**config.mk**
```make
export PLATFORM = sky130hd
export DESIGN_NAME = gpio_port_debounce
export DESIGN_NICKNAME = d
export VERILOG_FILES = /design/src/rtl/gpd_pkg.sv /design/src/rtl/gpd_sync.sv /design/src/rtl/gpd_cfg.sv /design/src/rtl/gpd_pin.sv /design/src/rtl/gpio_port_debounce.sv
export SDC_FILE = /design/constraint.sdc
export NUM_CORES = 1
export LEC_CHECK = 0
export BUFFER_PORTS_ARGS = -buffer_cell sky130_fd_sc_hd__buf_2
export CAP_MARGIN = 40
export CELL_PAD_IN_SITES_DETAIL_PLACEMENT = 1
export CELL_PAD_IN_SITES_GLOBAL_PLACEMENT = 2
export CORE_MARGIN = 3
export CORE_UTILIZATION = 37
export CTS_CLUSTER_SIZE = 25
export DETAILED_ROUTE_END_ITERATION = 8
export GPL_TIMING_DRIVEN = 0
export PLACE_DENSITY = 0.91
export SLEW_MARGIN = 40
export SYNTH_ARGS = -nofsm -noshare
export SYNTH_HDL_FRONTEND = slang
export SYNTH_SLANG_ARGS = --single-unit
export TNS_END_PERCENT = 30
```
**constraint.sdc**
```tcl
create_clock -name clk -period 3.3 [get_ports clk]
set_input_delay 0.33 -clock clk [delete_from_list [all_inputs] [get_ports clk]]
set_output_delay 0.33 -clock clk [all_outputs]
set_load 0.01 [all_outputs]
```
**src/rtl/gpd_pkg.sv**
```systemverilog
package gpd_pkg;
    localparam int GPD_PINS  = 8;
    localparam int GPD_CNT_W = 8;
    localparam int GPD_SYNC  = 2;

    typedef enum logic [1:0] {
        GPD_FOLLOW = 2'd0,
        GPD_IDLE   = 2'd1,
        GPD_STEP   = 2'd2,
        GPD_COMMIT = 2'd3
    } gpd_act_e;

    function automatic gpd_act_e gpd_decide(
        input logic bypass,
        input logic same,
        input logic tick,
        input logic reached
    );
        if (bypass)
            return GPD_FOLLOW;
        else if (same || !tick)
            return GPD_IDLE;
        else if (reached)
            return GPD_COMMIT;
        else
            return GPD_STEP;
    endfunction
endpackage

```
**src/rtl/gpd_sync.sv**
```systemverilog
module gpd_sync #(
    parameter int W      = 8,
    parameter int STAGES = 2
) (
    input  logic         clk,
    input  logic [W-1:0] d,
    output logic [W-1:0] q
);
    logic [W-1:0] chain [STAGES];

    always_ff @(posedge clk) chain[0] <= d;

    for (genvar s = 1; s < STAGES; s++) begin : g_stage
        always_ff @(posedge clk) chain[s] <= chain[s-1];
    end

    assign q = chain[STAGES-1];
endmodule

```
**src/rtl/gpd_cfg.sv**
```systemverilog
module gpd_cfg #(
    parameter int PINS  = 8,
    parameter int CNT_W = 8
) (
    input  logic              clk,
    input  logic              rst,
    input  logic              dir_we,
    input  logic [PINS-1:0]   dir_d,
    input  logic              msk_we,
    input  logic [2*PINS-1:0] msk_d,
    input  logic              cnt_we,
    input  logic [CNT_W-1:0]  cnt_d,
    output logic [PINS-1:0]   en_q,
    output logic [CNT_W-1:0]  cnt_q
);
    logic [PINS-1:0] sel, val, base, en_nx;

    always_comb begin
        sel   = msk_we ? msk_d[2*PINS-1:PINS] : '0;
        val   = msk_d[PINS-1:0];
        base  = dir_we ? dir_d : en_q;
        en_nx = (base & ~sel) | (val & sel);
    end

    always_ff @(posedge clk) begin
        if (rst) begin
            en_q  <= '0;
            cnt_q <= '0;
        end else begin
            en_q <= en_nx;
            if (cnt_we) cnt_q <= cnt_d;
        end
    end

    a_r3_unselected_kept: assert property (@(posedge clk) disable iff (rst)
        (msk_we && !dir_we) |=> ((en_q & ~$past(msk_d[2*PINS-1:PINS]))
                                 == ($past(en_q) & ~$past(msk_d[2*PINS-1:PINS]))));
    a_r4_cnt_hold: assert property (@(posedge clk) disable iff (rst)
        !cnt_we |=> $stable(cnt_q));
    a_r4_en_hold: assert property (@(posedge clk) disable iff (rst)
        (!dir_we && !msk_we) |=> $stable(en_q));
endmodule

```
**src/rtl/gpd_pin.sv**
```systemverilog
module gpd_pin
    import gpd_pkg::*;
#(
    parameter int CNT_W = 8
) (
    input  logic             clk,
    input  logic             rst,
    input  logic             sync_in,
    input  logic             en,
    input  logic [CNT_W-1:0] limit,
    input  logic             tick,
    output logic             level
);
    logic [CNT_W-1:0] run;
    logic             bypass, reached;
    gpd_act_e         act;

    always_comb begin
        bypass  = !en || (limit == '0);
        reached = ({1'b0, run} + 1'b1) >= {1'b0, limit};
        act     = gpd_decide(bypass, sync_in == level, tick, reached);
    end

    always_ff @(posedge clk) begin
        if (rst) begin
            level <= sync_in;
            run   <= '0;
        end else begin
            case (act)
                GPD_FOLLOW: begin level <= sync_in; run <= '0; end
                GPD_COMMIT: begin level <= sync_in; run <= '0; end
                GPD_STEP:   run <= run + 1'b1;
                default:    if (sync_in == level) run <= '0;
            endcase
        end
    end

    a_r7_bypass_follows: assert property (@(posedge clk) disable iff (rst)
        bypass |=> (level == $past(sync_in)));
    a_r9_no_tick_hold: assert property (@(posedge clk) disable iff (rst)
        (!bypass && !tick) |=> $stable(level));
    a_r6_match_clears: assert property (@(posedge clk) disable iff (rst)
        (!bypass && sync_in == level) |=> (run == '0));
    a_r5_early_hold: assert property (@(posedge clk) disable iff (rst)
        (!bypass && tick && !reached) |=> $stable(level));
endmodule

```
**src/rtl/gpio_port_debounce.sv**
```systemverilog
module gpio_port_debounce
    import gpd_pkg::*;
#(
    parameter int PINS        = GPD_PINS,
    parameter int CNT_W       = GPD_CNT_W,
    parameter int SYNC_STAGES = GPD_SYNC
) (
    input  logic              clk,
    input  logic              rst,
    input  logic [PINS-1:0]   pin_raw,
    input  logic              ms_tick,
    input  logic              en_we,
    input  logic [PINS-1:0]   en_wdata,
    input  logic              en_mask_we,
    input  logic [2*PINS-1:0] en_mask_wdata,
    input  logic              dbc_cnt_we,
    input  logic [CNT_W-1:0]  dbc_cnt_wdata,
    output logic [PINS-1:0]   en_rdata,
    output logic [CNT_W-1:0]  dbc_cnt_rdata,
    output logic [PINS-1:0]   pin_filt
);
    logic [PINS-1:0] synced;

    gpd_sync #(.W(PINS), .STAGES(SYNC_STAGES)) u_sync (
        .clk (clk),
        .d   (pin_raw),
        .q   (synced)
    );

    gpd_cfg #(.PINS(PINS), .CNT_W(CNT_W)) u_cfg (
        .clk    (clk),
        .rst    (rst),
        .dir_we (en_we),
        .dir_d  (en_wdata),
        .msk_we (en_mask_we),
        .msk_d  (en_mask_wdata),
        .cnt_we (dbc_cnt_we),
        .cnt_d  (dbc_cnt_wdata),
        .en_q   (en_rdata),
        .cnt_q  (dbc_cnt_rdata)
    );

    for (genvar p = 0; p < PINS; p++) begin : g_pin
        gpd_pin #(.CNT_W(CNT_W)) u_pin (
            .clk     (clk),
            .rst     (rst),
            .sync_in (synced[p]),
            .en      (en_rdata[p]),
            .limit   (dbc_cnt_rdata),
            .tick    (ms_tick),
            .level   (pin_filt[p])
        );
    end

    a_r8_disabled_follow: assert property (@(posedge clk) disable iff (rst)
        1'b1 |=> ((pin_filt & ~$past(en_rdata)) == ($past(synced) & ~$past(en_rdata))));
endmodule

```
==> flow_results.org <==
** Yosys
- Async set or reset register ratio after synthesis :: 0
- Post-synth top area share :: 0.274
- The most used flip-flop cell after synthesis is dfxtp_1.
- When the netlist entered floorplanning its net count stood at 961.
- Of the synthesized area, sequential elements account for 0.309.
- Post-Syn Area per Cell :: 8.47 sq um
- Cell type contributing the most total cell area after synthesis :: dfxtp_1
- In this run, distinct cell masters in the synthesized netlist total 45.
- Number of storage elements in the synthesis netlist :: 104
- Number of warnings issued by yosys :: 0
- Synth area leaders :: dfxtp_1 (27%), ha_1 (16%), a21oi_1 (4.6%), xnor2_1 (3.9%), nand2_1 (3.9%)
- Number of enable flip-flop cells after synthesis :: 8
- Number of cells produced by synthesis :: 827
- Mapped Area :: 7010 sq um

** Setup path
- WS Path Type :: flop to flop
- Worst-case register-to-register setup slack :: 0.11 ns
- The signal on the critical path passes through ha_4 -> nand3_4 -> nor2_4 -> xor2_2 -> ha_4 -> a21oi_1 -> o21ai_1 -> a221oi_2 -> or2_2 -> ha_2 -> inv_1 -> or4_1 -> a21oi_1.
- STA classifies the critical path endpoint as a flop.
- Setup crit start :: g_pin[5].u_pin.run[0]
- The worst setup path is launched from a flop.
- Crit Path Max Fanout :: 6
- The endpoint identified for the worst register-to-register timing path is g_pin[5].u_pin.run[4].
- The most critical setup path has its endpoint at g_pin[5].u_pin.run[4].
- The startpoint identified for the worst register-to-register timing path is g_pin[5].u_pin.run[0].
- Slowest cell on the critical path :: or4_1
- Data arrives at the worst endpoint at 3.47 ns.
- Worst-case reg-to-reg path depth :: 13
- In this design, the stage delay of the slowest critical-path cell is 0.51 ns.
- Data on the critical path is required at its endpoint by 3.58 ns.

** Worst hold path
- In this run the most critical hold path is launched from pin_raw[7].
- Cells on Worst Hold Path :: 1
- Class of the worst hold path :: primary input to flop

** STA
- Fraction of the cycle the final worst path needs :: 0.966
- Setup repair after global routing could not meet its margin everywhere.
- Final worst hold slack :: 0.0676 ns
- Highest Clock Rate :: 314 MHz
- Setup violations remaining at the end of the flow were counted as 0.
- For the pin with the worst max-slew slack, the measured transition is 0.850 ns.
- In the post-route analysis, the smallest setup slack over all paths is 0.111 ns.
- Across the routed clock network, the largest skew measured is 0.00944 ns.
- Worst max-slew margin expressed relative to the limit :: 0.433
- Summed over all failing endpoints, the final setup total negative slack is 0 ns.
- The number of pins with negative max-slew slack in the final report was 0.
- The smallest clock period supported by the final layout is computed as 3.19 ns.
- Final hold violation count :: 0

** Clock tree
- Clock transition at path regs :: 0.08 ns
- TritonCTS built the clock tree.
- # H-tree levels :: 3
- Buffers inserted during clock tree synthesis total 9.
- Clock insertion delay at the later pin of the skew report :: 0.36 ns
- No sink is reached through more buffers than the 2 on the longest clock path.
- Clock net sink count :: 104
- Cts hold-fix bufs :: 0
- Clock root buffer master :: clkbuf_16

** GRT
- The first global-routing pass estimated 32900 um of wire.
- The via count of the first global-routing pass is 6408.
- Tot GR Track Use :: 0.202
- Pin count of the biggest net entering global routing :: 18
- The total overflow left after global routing is 0.
- The initial antenna violation count is 0.

** Route
- Using the TritonRoute via totals, the vias-per-cell ratio works out to 5.59.
- Detail-routed net length per standard cell :: 18.2 um
- Number of nets still failing antenna checks after routing :: 0
- Routed WL :: 20700 um
- For this block, the initial DRC count from the detailed router was 161.
- The first detailed-routing pass ran for 4 iterations.
- The detailed router placed 6359 vias in this run.
- In the routed design, unresolved DRC markers number 0.

** Placed design
- Placer's final routability congestion estimate :: 0.821
- The placed instances occupy a cell area of 7610 sq um.
- Port Buffer Count :: 64
- Pre-CTS setup slack :: -0.632 ns
- After legalization and detailed placement, the total HPWL measured 15000 um.

** Floorplan
- Top-level port count :: 70
- Die Span X :: 144 um
- Core outline area :: 18300 sq um
- Die span in y :: 144 um
- The die covers 20600 sq um.
- For this configuration, the core starts out at a cell density of 0.384.
- Floorplan row count :: 49

** Power
- Standby leakage power :: 3.48 nW
- Max IR drop VDD :: 0.238 mV
- For this design the ratio of total power to cell area is 361 nW/um^2.
- Total power draw :: 3.02 mW

** Outcome
- The flow ran to the end, and the final reports show no timing, DRC or antenna violations.

** Final layout
- With fillers left out, the area of the finished cells amounts to 8380 sq um.
- Of the cells placed in the final design, the portion with a size suffix greater than 1 is 0.229.
- Net count, final :: 1038
- Synthesis-to-finish area growth :: 19.6%
- The repair_antennas step left the layout with diodes totalling 0.

** Job
- Across the run, the number of max-cap violations was 0.
metrics by stage:
stage           util  cells
2_1_floorplan      -    827
3_3_place_gp   0.417   1120
3_5_place_dp   0.417   1120
4_1_cts        0.444   1137
5_1_grt        0.459   1138
6_report       0.459   1138
final cells by class:
type / instances / area, sq um
plain buffers: 47 / 309
clock buffers: 10 / 250
fillers: 2189 / 9890
inverters: 34 / 128
multi-input cells: 641 / 4780
well taps: 229 / 287
repair buffers: 67 / 343
clock inverters: 6 / 87.6
flip-flops and latches: 104 / 2190
what timing repair did:
item / 4_1_cts / 5_1_grt
pin swaps: 2 / 9
setup buffers: 1 / 2
endpoints found under the setup margin: 67 / 61
gates resized for setup: 41 / 63
hold endpoints to repair: 0 / 0
Yosys cell counts (8+ instances only):
master,instances
a211oi_1,9
o21ai_0,41
nand2_1,72
a32o_1,8
nand4_1,10
and2_1,16
nand3b_1,12
xnor2_1,31
mux2i_1,23
xor2_1,25
or2_2,16
o32ai_1,8
a21oi_1,65
buf_4,16
dfxtp_1,96
nor3_1,8
ha_1,88
a221oi_1,8
clkbuf_1,15
nor2_1,66
edfxtp_1,8
buf_2,10
nor2b_1,12
nand3_1,54
inv_1,34
and3_1,15
o2111ai_1,9
sequential cells by signal, indices dropped and copies added (netlist names), named ones only:
name	cells
g_pin.u_pin.run	64
g_pin.u_pin.level	8
u_cfg.cnt_q	8
u_sync.chain	16
routing by layer:
metal  track usage  up-vias  routed length, um  share of wire
li1              -     3101                  -              -
met1         0.266     3130               9600           0.46
met2         0.340      100               9940           0.48
met3        0.0286       28                698          0.034
met4        0.0654        0                457          0.022
met5             0        -                  0              0
power by group:
| part | total [mW] | internal, mW | switching (mW) |
|---|---|---|---|
| registers | 1.34 | 1.30 | 0.0378 |
| clock network | 1.22 | 0.713 | 0.510 |
| logic | 0.460 | 0.176 | 0.284 |
| total | 3.02 | 2.19 | 0.832 |
worst min path at each step:
stage / to / slack, ns
6_report: u_sync.chain[0][7] / 0.07
5_1_grt: u_sync.chain[0][3] / 0.06
4_1_cts: u_sync.chain[0][7] / 0.06
3_5_place_dp: u_sync.chain[0][13] / 0.31
3_3_place_gp: u_sync.chain[0][13] / 0.31
2_1_floorplan: u_sync.chain[0][10] / 0.31
cell families after synthesis:
family,after synthesis,share of synthesized area
buf+inv,82,0.0629
simple gates,308,0.222
compound gates,166,0.147
flops,104,0.309
fa+ha+maj,88,0.157
xor+xnor,56,0.0700
mux,23,0.0329
placed cells by master, fill, tap and decap left out, types with 8 or more instances in the layout:
cell and n:
clkbuf_1 14, or2_2 15, xor2_1 23, and3_1 13, ha_1 72, a32o_1 8, a211oi_1 9, ha_4 9
buf_4 19, nand3b_1 12, clkbuf_16 10, inv_1 31, mux2i_1 23, edfxtp_1 8, o32ai_1 8, dfxtp_2 11
dfxtp_1 80, o2111ai_1 9, o21ai_0 39, xnor2_1 29, nand3_1 47, nand2_1 71, a21oi_1 63, nand4_1 10
and2_1 18, nor2_1 62, nor2b_1 12, buf_2 74
critical path: cells and delay by family, from the launching register on:
kind | cells | cell delay [ns]
XOR/XNOR | 1 | 0.23
buffers and inverters | 1 | 0.10
adder cells (fa/ha/maj) | 3 | 0.63
AND/OR/NAND/NOR | 4 | 0.98
flip-flops | 1 | 0.39
AO/OA/AOI/OAI | 4 | 0.78
Note: power is estimated with default switching activity, not from simulation.
